$ cat src/rtl/xfer_count_unit.sv
module xfer_count_unit #(
  parameter int CW       = 24,
  parameter int SHORT_W  = 16,
  parameter int AW       = 3,
  parameter logic [7:0] ID_BYTE = 8'h12,
  parameter int EXT_BIT  = 6,
  parameter int DMA_BIT  = 7,
  parameter int TC_BIT   = 4
) (
  input  logic          clk,
  input  logic          rst_n,
  input  logic          reg_wr,
  input  logic [AW-1:0] reg_addr,
  input  logic [7:0]    reg_wdata,
  output logic [7:0]    reg_rdata,
  input  logic          dec_valid,
  input  logic [CW:0]   dec_amt,
  output logic [CW:0]   cur_count,
  output logic          tc_flag,
  output logic          dma_active
);
  localparam int NB = CW / 8;
  localparam logic [AW-1:0] A_CMD  = AW'(NB);
  localparam logic [AW-1:0] A_STAT = AW'(NB + 1);
  localparam logic [AW-1:0] A_CFG  = AW'(NB + 2);
  localparam logic [CW:0] BIG   = (CW+1)'(1) << CW;
  localparam logic [CW:0] SHORT = (CW+1)'(1) << SHORT_W;

  logic [CW-1:0] start_q;
  logic [CW:0]   cnt_q;
  logic [7:0]    cmd_q, cfg_q;
  logic          tc_q, dma_q;

  wire cmd_wr   = reg_wr && reg_addr == A_CMD;
  wire start_wr = reg_wr && reg_addr < AW'(NB);
  wire dec_go   = dec_valid && dma_q && !cmd_wr;
  wire dec_sat  = dec_amt >= cnt_q;
  wire dec_term = dec_go && dec_sat && cnt_q != '0;
  wire ext_mode = cfg_q[EXT_BIT];
  wire [CW:0] reload = (start_q != '0) ? {1'b0, start_q} : (ext_mode ? BIG : SHORT);

  assign cur_count  = cnt_q;
  assign tc_flag    = tc_q;
  assign dma_active = dma_q;

  for (genvar i = 0; i < NB; i++) begin : g_start
    always_ff @(posedge clk or negedge rst_n)
      if (!rst_n) start_q[8*i +: 8] <= '0;
      else if (reg_wr && reg_addr == AW'(i)) start_q[8*i +: 8] <= reg_wdata;
  end

  always_ff @(posedge clk or negedge rst_n) begin
    if (!rst_n) begin
      cnt_q <= '0;
      cmd_q <= '0;
      cfg_q <= '0;
      tc_q  <= 1'b0;
      dma_q <= 1'b0;
    end else begin
      if (dec_go) cnt_q <= dec_sat ? '0 : cnt_q - dec_amt;
      if (cmd_wr) begin
        cmd_q <= reg_wdata;
        dma_q <= reg_wdata[DMA_BIT];
        if (reg_wdata[DMA_BIT]) cnt_q <= reload;
      end
      if (reg_wr && reg_addr == A_CFG) cfg_q <= reg_wdata;
      if (dec_term) tc_q <= 1'b1;
      else if (start_wr) tc_q <= 1'b0;
    end
  end

  always_comb begin
    reg_rdata = '0;
    for (int i = 0; i < NB; i++)
      if (reg_addr == AW'(i)) reg_rdata = cnt_q[8*i +: 8];
    if (reg_addr == AW'(NB - 1) && ext_mode) reg_rdata = ID_BYTE;
    if (reg_addr == A_CMD)  reg_rdata = cmd_q;
    if (reg_addr == A_STAT) reg_rdata[TC_BIT] = tc_q;
    if (reg_addr == A_CFG)  reg_rdata = cfg_q;
  end


  reload_chk: assert property (@(posedge clk) disable iff (!rst_n)
    (cmd_wr && reg_wdata[DMA_BIT] && start_q != '0) |=> (cnt_q == {1'b0, $past(start_q)} && dma_q));


  zero_load_chk: assert property (@(posedge clk) disable iff (!rst_n)
    (cmd_wr && reg_wdata[DMA_BIT] && start_q == '0) |=> (cnt_q == BIG || cnt_q == SHORT));


  tc_set_chk: assert property (@(posedge clk) disable iff (!rst_n)
    ($past(cnt_q) != '0 && cnt_q == '0) |-> tc_q);


  tc_clr_chk: assert property (@(posedge clk) disable iff (!rst_n)
    (start_wr && !(dec_valid && dma_q && !cmd_wr && dec_amt >= cnt_q && cnt_q != '0)) |=> !tc_q);


  nodma_chk: assert property (@(posedge clk) disable iff (!rst_n)
    (cmd_wr && !reg_wdata[DMA_BIT]) |=> (!dma_q && $stable(cnt_q)));


  idle_dec_chk: assert property (@(posedge clk) disable iff (!rst_n)
    (!dma_q && !cmd_wr) |=> $stable(cnt_q));


  sat_chk: assert property (@(posedge clk) disable iff (!rst_n)
    (dec_valid && dma_q && !cmd_wr && dec_amt >= cnt_q) |=> cnt_q == '0);
endmodule

$ cat config.mk
export PLATFORM = sky130hd
export DESIGN_NAME = xfer_count_unit
export DESIGN_NICKNAME = d
export VERILOG_FILES = /design/src/rtl/xfer_count_unit.sv
export SDC_FILE = /design/constraint.sdc
export NUM_CORES = 1
export LEC_CHECK = 0
export ABC_AREA = 0
export BUFFER_PORTS_ARGS = -buffer_cell sky130_fd_sc_hd__buf_2
export CAP_MARGIN = 20
export CORE_UTILIZATION = 45
export CTS_CLUSTER_SIZE = 30
export DETAILED_ROUTE_END_ITERATION = 10
export PLACE_DENSITY = 0.77
export SLEW_MARGIN = 20
export SYNTH_ARGS = -nofsm -noshare
export SYNTH_HDL_FRONTEND = slang
export SYNTH_SLANG_ARGS = --single-unit
$ cat constraint.sdc
create_clock -name clk -period 3.56 [get_ports clk]
set_clock_uncertainty 0.2 [all_clocks]
set_input_delay 0.178 -clock clk [delete_from_list [all_inputs] [get_ports clk]]
set_output_delay 0.178 -clock clk [all_outputs]
set_load 0.02 [all_outputs]
-- After elaboration in Yosys (flattened, before gate mapping)
Index checks and enable logic that the tools add are counted.
- bits in registers: 67
- bits of input ports: 40
- output and inout bits: 35
- word-level logic and storage cells: 47
- add/sub/neg operators: 1
- order comparisons: 2
- eq/ne operators: 5
- muxes and demuxes: 15
- reduce and logical (&&, ||, !) cells: 16
- operators by type and width (operator ; number):
    2-to-1 mux 25 bit ; 6
    2-to-1 mux 8 bit ; 6
    >= comparator 25 bit ; 1
    nonzero test 25 bit ; 1
    subtractor 25 bit ; 1
    nonzero test 24 bit ; 1
    logical AND 1 bit ; 11
    == test 3 x 2 -> 1 bit (second input constant) ; 2
    == test 3 bit (second input constant) ; 2
    == test 3 x 1 -> 1 bit (second input constant) ; 1
    logical NOT 3 bit ; 1
    < comparator 3 x 2 -> 1 bit (second input constant) ; 1
    2-to-1 mux 1 bit ; 3
    nonzero test 2 bit ; 1
    logical NOT 1 bit ; 1

-- Depth between registers and ports, before layout
Gate-level depths: netlist (run 1).
- word-level depth: 8
- gate-level depth with buffers: 12
- mapped depth without buffers: 11

-- Worst setup path before layout (run 1)
No wires, ideal clock.
- kind: flip-flop to flip-flop
- from: reg cnt_q[0], in the netlist cur_count[0]
- to: reg cnt_q[24], in the netlist cur_count[24]
- setup time: 129 ps
- arrival: 2346 ps
- data required time: 3231 ps
- slack: 885 ps
- cell stages (with the launch flop): 12
- path buffers: 0
- period minus slack after synthesis: 2675 ps
- cells stage by stage: dfrtp_1 > inv_1 > ha_1 > inv_1 > fa_1 > nand3_1 > nand2_1 > a21oi_1 > o211ai_1 > a221oi_1 > a31o_2 > o31ai_2
- longest elaborated chain between the ends: 5
- elaborated cells between the ends (all ways): 6
- those cells by class: add/sub (1); order compare (1); mux (4)
- RTL lines (item ; RTL line ; RTL):
    from (decl) ; 30 ; logic [CW:0] cnt_q;
    from (signal assigned) ; 60 ; if (dec_go) cnt_q <= dec_sat ? '0 : cnt_q - dec_amt;
    from (signal assigned) ; 64 ; if (reg_wdata[DMA_BIT]) cnt_q <= reload;
    subtractor 25 bit or >= comparator 25 bit (tied branches) ; 60, 37 ;
    2-to-1 mux 25 bit (*) (2 in a row) ; 60 ;
    2-to-1 mux 25 bit ; 64 ;
    2-to-1 mux 25 bit (*) ; 61 ; if (cmd_wr) begin
Every way passes the cells marked *; elsewhere a longest branch is shown, timed or not.
A chain may end at the register's enable or synchronous reset.

-- Final worst setup path (run 1)
- from: reg cnt_q[8], in the netlist cur_count[8]
- to: reg cnt_q[15], in the netlist cur_count[15]
The elaborated chain is that of the path after synthesis.

==> results.sh, run 1 <==
export IMPL_grt_max_degree=28
export IMPL_grt_first_pass_wirelength_mm=23.1
export IMPL_avgSynthCellArea_um2=9.03
export IMPL_required_ns=3.60
export IMPL_clk_path_buf_depth=2
export IMPL_worst_pin_slew_ns=0.686
export IMPL_layout_common_cells="buf_2, dfrtp_1, a21oi_1"
export IMPL_drive_gt1_frac=0.294
export IMPL_clock_fmax_mhz=320
export IMPL_irDropWorstVdd_uv=296
export IMPL_diodes=0
export IMPL_fp_row_count=37
export IMPL_start_util=0.470
export IMPL_async_flop_share=1.00
export IMPL_cts_sinks=66
export IMPL_crit_start="cur_count[8]"
export IMPL_min_from="reg_wr"
export IMPL_drc=0
export IMPL_mostFrequentLayoutCell="buf_2"
export IMPL_yosys_warnings=0
export IMPL_post_dp_hpwl_mm=11.1
export IMPL_fin_area_um2=5660
export IMPL_ioPinCount=75
export IMPL_via_per_inst=6.21
export IMPL_post_cts_setup_buffer_count=0
export IMPL_slowest_stage="nor4_4"
export IMPL_synth_edf_count=0
export IMPL_synthFlopType="dfrtp_1"
export IMPL_yosysSeqAreaShare=0.336
export IMPL_slowest_delay_ns=0.48
export IMPL_antenna_found_initial=0
export IMPL_rsz0062_at_grt="false"
export IMPL_setup_violations=0
export IMPL_p_leak_nw=2.63
export IMPL_detail_route_antenna_nets=0
export IMPL_finalHoldViolCount=0
export IMPL_setup_tns_final_ns=0
export IMPL_layout_nets=687
export IMPL_wl_mm=14.7
export IMPL_cts_tree="built"
export IMPL_place_area_um2=5380
export IMPL_cts_buffers=9
export IMPL_synthCells=544
export IMPL_area_growth_pct=15.2
export IMPL_worstSetupPathType="reg2reg"
export IMPL_synth_area_um2=4910
export IMPL_worstHoldPathType="in2reg"
export IMPL_arrival_ns=3.17
export IMPL_die_area_um2=11300
export IMPL_drtIter0Drc=406
export IMPL_cap_violations=0
export IMPL_grt_ovfl_total=0
export IMPL_grt_pass1_vias=4508
export IMPL_cts_root_buffer="clkbuf_8"
export IMPL_period_share=0.877
export IMPL_clk_latency_ns=0.36
export IMPL_drv_slew=0
export IMPL_vias=4735
export IMPL_min_period_ns=3.12
export IMPL_die_w_um=106
export IMPL_status="finished clean"
export IMPL_drtPass1Iterations=5
export IMPL_clk_pin_slew_worst_paths_ns=0.07
export IMPL_ys_types=68
export IMPL_wire_per_inst_um=19.2
export IMPL_place_congestion=0.903
export IMPL_ys_ff_latch=66
export IMPL_timing_rr_start="cur_count[8]"
export IMPL_p_per_area_nw_per_um2=584
export IMPL_chipHeight_um=106
export IMPL_end_kind="register"
export IMPL_cp_start_kind="register"
export IMPL_coreArea_um2=10500
export IMPL_syn_num_nets=610
export IMPL_slew_headroom=0.540
export IMPL_grt_total_usage=0.264
export IMPL_path_max_fanout=8
export IMPL_htree_num_levels=3
export IMPL_crit_chain="ha_1 -> a21oi_4 -> a21boi_2 -> nor2_1 -> nor4_4 -> o311ai_4 -> and2_1 -> a221o_1"
export IMPL_port_buffers=74
export IMPL_r2r_slack_ns=0.44
==> kinds of logic (layout without fill, tap and decap cells) <==
group,count (synthesis),count (layout),share of synthesized area
buffers and inverters,65,147,0.0609
adder cells (fa/ha/maj),26,26,0.0678
AO/OA/AOI/OAI,161,161,0.222
AND/OR/NAND/NOR,166,166,0.185
XOR/XNOR,18,18,0.0321
flip-flops,66,66,0.336
multiplexers,42,42,0.0955
==> metrics by stage <==
step           cells  hold slack (ns)  worst slack [ns]   util  total power, mW
2_1_floorplan    544           -0.318             0.885      -             2.21
3_5_place_dp     737         -0.00993             0.488  0.514             2.66
6_report         762           0.0511             0.437  0.541             3.31
3_3_place_gp     737          -0.0123             0.559  0.514             2.62
5_1_grt          762           0.0795             0.312  0.541             3.48
4_1_cts          762           0.0519             0.462  0.541             3.27
==> report_power, final <==
part	switching (mW)	total, mW	internal, mW
combinational	0.926	1.55	0.620
sequential	0.227	1.15	0.924
clock	0.304	0.611	0.307
==> worst max-delay path, delay by kind of cell, from the launching register on <==
kind / cells / cell delay (ns)
simple gates: 3 / 0.79
compound gates: 4 / 1.07
flops: 1 / 0.47
fa+ha+maj: 1 / 0.46
==> Yosys cell counts (2+ instances only) <==
cell type	count	area share
mux2i_1	3	0.0061
buf_2	9	0.0092
nor2_1	43	0.033
nand4_1	9	0.011
o31ai_2	3	0.0076
a311oi_1	3	0.0053
buf_6	3	0.0069
a21o_1	7	0.011
nor3_1	5	0.0051
clkbuf_1	14	0.011
o22ai_1	10	0.013
ha_1	25	0.064
o21ai_2	2	0.0036
a21oi_1	63	0.064
nor4_1	14	0.018
o21bai_1	5	0.0076
a21oi_4	2	0.0066
nand2_1	34	0.026
a211oi_1	2	0.0031
nor2b_1	2	0.0025
o21ai_0	25	0.025
and3_1	6	0.0076
nand3_2	10	0.020
o211ai_1	3	0.0046
o21a_1	2	0.0031
a32oi_1	5	0.0089
xor2_1	4	0.0071
nor3b_2	2	0.0051
mux2_2	39	0.089
a31oi_1	4	0.0051
and2_1	4	0.0051
xnor2_1	14	0.025
or3_1	2	0.0025
nand2_4	2	0.0046
nand3_1	19	0.019
inv_1	36	0.028
a21oi_2	10	0.018
dfrtp_1	66	0.34
nand2b_1	4	0.0051
==> worst paths after layout <==
kind | end | cells after the start
max in group asynchronous | start_q[21] | 3
max reg2reg | cur_count[15] | 8
min reg2reg | cfg_q[5] | 1
min | cmd_q[7] | 4
max | cur_count[15] | 8
min in group asynchronous | cur_count[7] | 2
==> layout make-up <==
type | count | area [µm²]
fill | 955 | 4800
multi-input combinational | 413 | 2960
sequential | 66 | 1650
timing repair buffer | 95 | 551
tap | 136 | 170
clock buffer | 12 | 165
inverter | 36 | 135
clock inverter | 4 | 25.0
==> sequential cells by signal, summed over array words and instances (netlist names) <==
register	flops
cur_count	25
start_q	24
cfg_q	8
cmd_q	8
tc_flag	1
==> layer usage <==
layer / routed length (µm) / track usage
met1: 5910 / 0.352
met2: 6860 / 0.417
met3: 1390 / 0.0601
met4: 501 / 0.0988
met5: 0 / 0
==> what timing repair did <==
| action | CTS | global route |
|---|---|---|
| endpoints found under the setup margin | 0 | 0 |
| hold endpoints to repair | 57 | 0 |
| hold buffers | 9 | 0 |
| gates resized for setup | 0 | 0 |
Power figures use the tool's default switching activity.
==> run 2, diff against run 1 <==
- CORE_UTILIZATION: 45 -> 58
- PLACE_DENSITY: 0.77 -> 0.92
==> run 2 against run 1 <==
Against the previous run: worst hold slack got worse by 0.0045 ns; utilization increased by 14 points; register-to-register slack improved by 0.06 ns; non-clock buffer count decreased by 1; die area decreased by 22%; flip-flop and latch count unchanged; global-route usage increased by 9.0 points.
==> results.sh, run 2 (synthesized netlist as in run 1, its figures left out) <==
export IMPL_arrival_ns=3.10
export IMPL_worst_pin_slew_ns=0.727
export IMPL_worstHoldPathType="in2reg"
export IMPL_layout_nets=686
export IMPL_drc=0
export IMPL_period_share=0.860
export IMPL_port_buffers=74
export IMPL_grt_first_pass_wirelength_mm=23.5
export IMPL_drv_slew=0
export IMPL_grt_max_degree=38
export IMPL_layout_common_cells="buf_2, dfrtp_1, a21oi_1"
export IMPL_fp_row_count=33
export IMPL_wire_per_inst_um=20.7
export IMPL_clk_path_buf_depth=2
export IMPL_fill_cells=633
export IMPL_drtIter0Drc=700
export IMPL_cts_buffers=9
export IMPL_r2r_slack_ns=0.50
export IMPL_diodes=0
export IMPL_htree_num_levels=3
export IMPL_min_from="dec_amt[0]"
export IMPL_cts_resized=0
export IMPL_worstSetupPathType="reg2reg"
export IMPL_finalHoldViolCount=0
export IMPL_setup_tns_final_ns=0
export IMPL_required_ns=3.60
export IMPL_drive_gt1_frac=0.292
export IMPL_mostFrequentLayoutCell="buf_2"
export IMPL_grt_ovfl_total=0
export IMPL_area_growth_pct=13.6
export IMPL_via_per_inst=6.65
export IMPL_post_dp_hpwl_mm=11.1
export IMPL_reg2regPathDepth=8
export IMPL_worstHoldPathCells=4
export IMPL_cts_tree="built"
export IMPL_die_w_um=94.0
export IMPL_vias=4850
export IMPL_clock_fmax_mhz=327
export IMPL_end_kind="register"
export IMPL_detail_route_antenna_nets=0
export IMPL_status="finished clean"
export IMPL_largest_reg_flops=25
export IMPL_cts_sinks=66
export IMPL_drtPass1Iterations=6
export IMPL_chipHeight_um=94.0
export IMPL_slew_headroom=0.513
export IMPL_clk_latency_ns=0.35
export IMPL_wl_mm=15.1
export IMPL_start_util=0.598
export IMPL_cts_root_buffer="clkbuf_8"
export IMPL_min_period_ns=3.06
export IMPL_p_leak_nw=2.61
export IMPL_finalNonFillerCells=729
export IMPL_hold_buffers=8
export IMPL_setup_violations=0
export IMPL_irDropWorstVdd_uv=298
export IMPL_clk_pin_slew_worst_paths_ns=0.07
export IMPL_path_max_fanout=8
export IMPL_cap_violations=0
export IMPL_post_place_cells=705
export IMPL_coreArea_um2=8220
export IMPL_ioPinCount=75
export IMPL_timing_rr_start="cur_count[8]"
export IMPL_post_cts_setup_buffer_count=0
export IMPL_die_area_um2=8840
export IMPL_grt_pass1_vias=4591
export IMPL_place_congestion=1.02
export IMPL_grt_total_usage=0.354
export IMPL_r2r_end="tc_flag"
export IMPL_holdPathEnd="cur_count[0]"
export IMPL_antenna_found_initial=0
export IMPL_cp_start_kind="register"
export IMPL_p_per_area_nw_per_um2=584
export IMPL_rsz0062_at_grt="false"
-- run 2: cell type report --
cell class                 count  area [µm²]  area share
clock inverter                 6        35.0     0.00628
sequential                    66        1650       0.296
clock buffer                   9         124      0.0222
inverter                      36         135      0.0242
timing repair buffer          94         543      0.0973
tap                          105         131      0.0235
multi-input combinational    413        2960       0.531
-- run 2: through the flow --
step | cell area [µm²] | total power, mW | hold slack [ns] | util | setup WS (ns)
6_report | 5580 | 3.26 | 0.0466 | 0.679 | 0.497
5_1_grt | 5580 | 3.43 | 0.0657 | 0.679 | 0.314
4_1_cts | 5570 | 3.21 | 0.00694 | 0.678 | 0.532
3_5_place_dp | 5330 | 2.67 | 0.0486 | 0.649 | 0.550
3_3_place_gp | 5330 | 2.62 | 0.0364 | 0.649 | 0.601
2_1_floorplan | 4910 | 2.21 | -0.318 | - | 0.885
-- run 2: worst max-delay path: stages (launching register included) --
cell,delay [ns]
dfrtp_1,0.47
ha_1,0.45
a21oi_4,0.22
a21boi_2,0.28
nor2_1,0.11
nor4_4,0.45
o311ai_4,0.24
and2_1,0.21
o31ai_1,0.31
-- run 2: power by group --
| group | switching (mW) | leakage, nW | internal (mW) |
|---|---|---|---|
| clock | 0.288 | 0.0806 | 0.243 |
| sequential | 0.234 | 0.825 | 0.924 |
| combinational | 0.951 | 1.71 | 0.621 |
| total | 1.47 | 2.61 | 1.79 |
-- run 2: routing by layer --
layer / wire length (µm) / GRT usage / vias up
met2: 6950 / 0.532 / 331
li1: - / - / 2133
met4: 807 / 0.190 / 0
met5: 0 / 0 / -
met1: 5710 / 0.454 / 2291
met3: 1600 / 0.111 / 95
-- run 2: worst max-delay path by stage --
stage | startpoint | endpoint | slack, ns
floorplan | cur_count[0] | cur_count[24] | 0.88
global placement | cur_count[8] | cur_count[15] | 0.60
detailed placement | cur_count[8] | cur_count[15] | 0.55
CTS | cur_count[8] | cur_count[15] | 0.53
global route | cur_count[10] | cur_count[5] | 0.31
finish | cur_count[8] | tc_flag | 0.50
==> run 3, diff against run 2 <==
- CELL_PAD_IN_SITES_DETAIL_PLACEMENT: default -> 1
- CELL_PAD_IN_SITES_GLOBAL_PLACEMENT: default -> 1
- CORE_UTILIZATION: 58 -> 44
==> run 3 against run 2 <==
Against the previous run: via count up 1.9%; die area rose by 31%; clock power up 13%; sequential power about the same; highest routed layer unchanged; fmax is 5.8% lower.
==> results.sh, run 3 (synthesized netlist as in run 1, its figures left out) <==
export IMPL_status="finished clean"
export IMPL_finalHoldViolCount=0
export IMPL_drtPass1Iterations=5
export IMPL_htree_num_levels=3
export IMPL_min_from="reg_wdata[2]"
export IMPL_grt_total_usage=0.331
export IMPL_met3_length_mm=1.28
export IMPL_end_kind="register"
export IMPL_post_dp_hpwl_mm=13.2
export IMPL_cp_start_kind="register"
export IMPL_cts_resized=0
export IMPL_drive_gt1_frac=0.296
export IMPL_cts_buffers=9
export IMPL_place_congestion=0.913
export IMPL_post_cts_setup_buffer_count=0
export IMPL_fp_row_count=38
export IMPL_layout_common_cells="buf_2, dfrtp_1, a21oi_1"
export IMPL_worstSetupPathType="reg2reg"
export IMPL_slew_headroom=0.381
export IMPL_cts_tree="built"
export IMPL_maxUsedRoutingLayer="met4"
export IMPL_worstHoldPathType="in2reg"
export IMPL_setup_violations=0
export IMPL_irDropWorstVdd_uv=233
export IMPL_slowest_delay_ns=0.55
export IMPL_wl_met2_mm=8.84
export IMPL_final_util=0.523
export IMPL_cts_root_buffer="clkbuf_8"
export IMPL_wl_met1_mm=7.23
export IMPL_ff_latch_area_um2=1650
export IMPL_start_util=0.453
export IMPL_largest_reg_flops=25
export IMPL_coreArea_um2=10800
export IMPL_whs_ns=0.00830
export IMPL_worst_pin_slew_ns=0.929
export IMPL_clock_fmax_mhz=308
export IMPL_ioPinCount=75
export IMPL_min_period_ns=3.25
export IMPL_path_max_fanout=14
export IMPL_p_leak_nw=2.64
export IMPL_clk_path_buf_depth=2
export IMPL_diodes=0
export IMPL_port_buffers=74
export IMPL_clk_pin_slew_worst_paths_ns=0.07
export IMPL_crit_chain="ha_1 -> and4_4 -> nand2_2 -> a211oi_4 -> nor4_4 -> o311ai_4 -> buf_4 -> nand3_1 -> a21oi_1"
export IMPL_detail_route_antenna_nets=0
export IMPL_setup_tns_final_ns=0
export IMPL_timing_rr_start="cur_count[10]"
export IMPL_chipHeight_um=108
export IMPL_clk_latency_ns=0.36
export IMPL_grt_max_degree=40
export IMPL_multiInputGateArea_um2=2960
export IMPL_slowest_stage="o311ai_4"
export IMPL_vias=4942
export IMPL_die_area_um2=11600
export IMPL_area_growth_pct=15.3
export IMPL_arrival_ns=3.32
export IMPL_drv_slew=0
export IMPL_die_w_um=108
export IMPL_cts_sinks=66
export IMPL_drc=0
export IMPL_via_per_inst=6.45
export IMPL_layout_nets=689
export IMPL_crit_start="cur_count[10]"
export IMPL_cp_num_buf_inv=1
export IMPL_required_ns=3.63
export IMPL_grt_pass1_vias=5276
export IMPL_antenna_found_initial=0
export IMPL_wl_mm=18.4
export IMPL_fill_cells=1311
export IMPL_cp_top_family="compound AO/OA/AOI/OAI gates"
export IMPL_p_per_area_nw_per_um2=607
export IMPL_wire_per_inst_um=24.0
export IMPL_period_share=0.913
export IMPL_grt_ovfl_total=0
export IMPL_drtIter0Drc=405
export IMPL_grt_first_pass_wirelength_mm=28.5
export IMPL_rsz0062_at_grt="false"
export IMPL_mostFrequentLayoutCell="buf_2"
export IMPL_cap_violations=0
-- run 3: layer usage --
layer,GRT usage,up-vias
met4,0.205,0
li1,-,2139
met1,0.396,2410
met3,0.0678,95
met5,0,-
met2,0.542,298
-- run 3: per-stage QoR --
step                std cells  cell area [µm²]  power [mW]  worst slack [ns]
finish                    766             5660        3.44             0.308
detailed placement        744             5410        2.76             0.409
global placement          744             5410        2.68             0.492
global route              766             5660        3.60             0.211
floorplan                 544             4910        2.21             0.885
CTS                       765             5650        3.40             0.384
-- run 3: report_power, final --
part / switching [mW] / internal [mW] / leakage, nW
clock network: 0.298 / 0.301 / 0.0903
logic: 1.05 / 0.636 / 1.72
registers: 0.235 / 0.924 / 0.825
-- run 3: worst paths after layout --
check                           slack [ns]      endpoint  cells past startpoint
worst max-delay path                  0.31  cur_count[2]                      9
worst min-delay path                 0.008      cmd_q[2]                      2
worst max register to register        0.31  cur_count[2]                      9
worst min register to register        0.33      cfg_q[5]                      1
max in group asynchronous             1.92      cfg_q[4]                      3
min in group asynchronous             0.30  cur_count[3]                      2
-- run 3: worst reg2reg max path, cell delays in order, from the launching register on --
cell and delay, ns:
dfrtp_1 0.44, ha_1 0.48, and4_4 0.29, nand2_2 0.08
a211oi_4 0.30, nor4_4 0.11, o311ai_4 0.56, buf_4 0.35
nand3_1 0.15, a21oi_1 0.21
-- run 3: timing repair --
item                       CTS  global route
hold buffers                 7             1
setup endpoints to repair    0             0
hold endpoints to repair    64             2
-- run 3: layout make-up --
class | instances | area share
Inverter | 36 | 0.0239
Sequential cell | 66 | 0.292
Timing Repair Buffer | 97 | 0.0994
Multi-Input combinational cell | 413 | 0.523
Tap cell | 140 | 0.0309
Clock inverter | 2 | 0.00221
Clock buffer | 12 | 0.0292
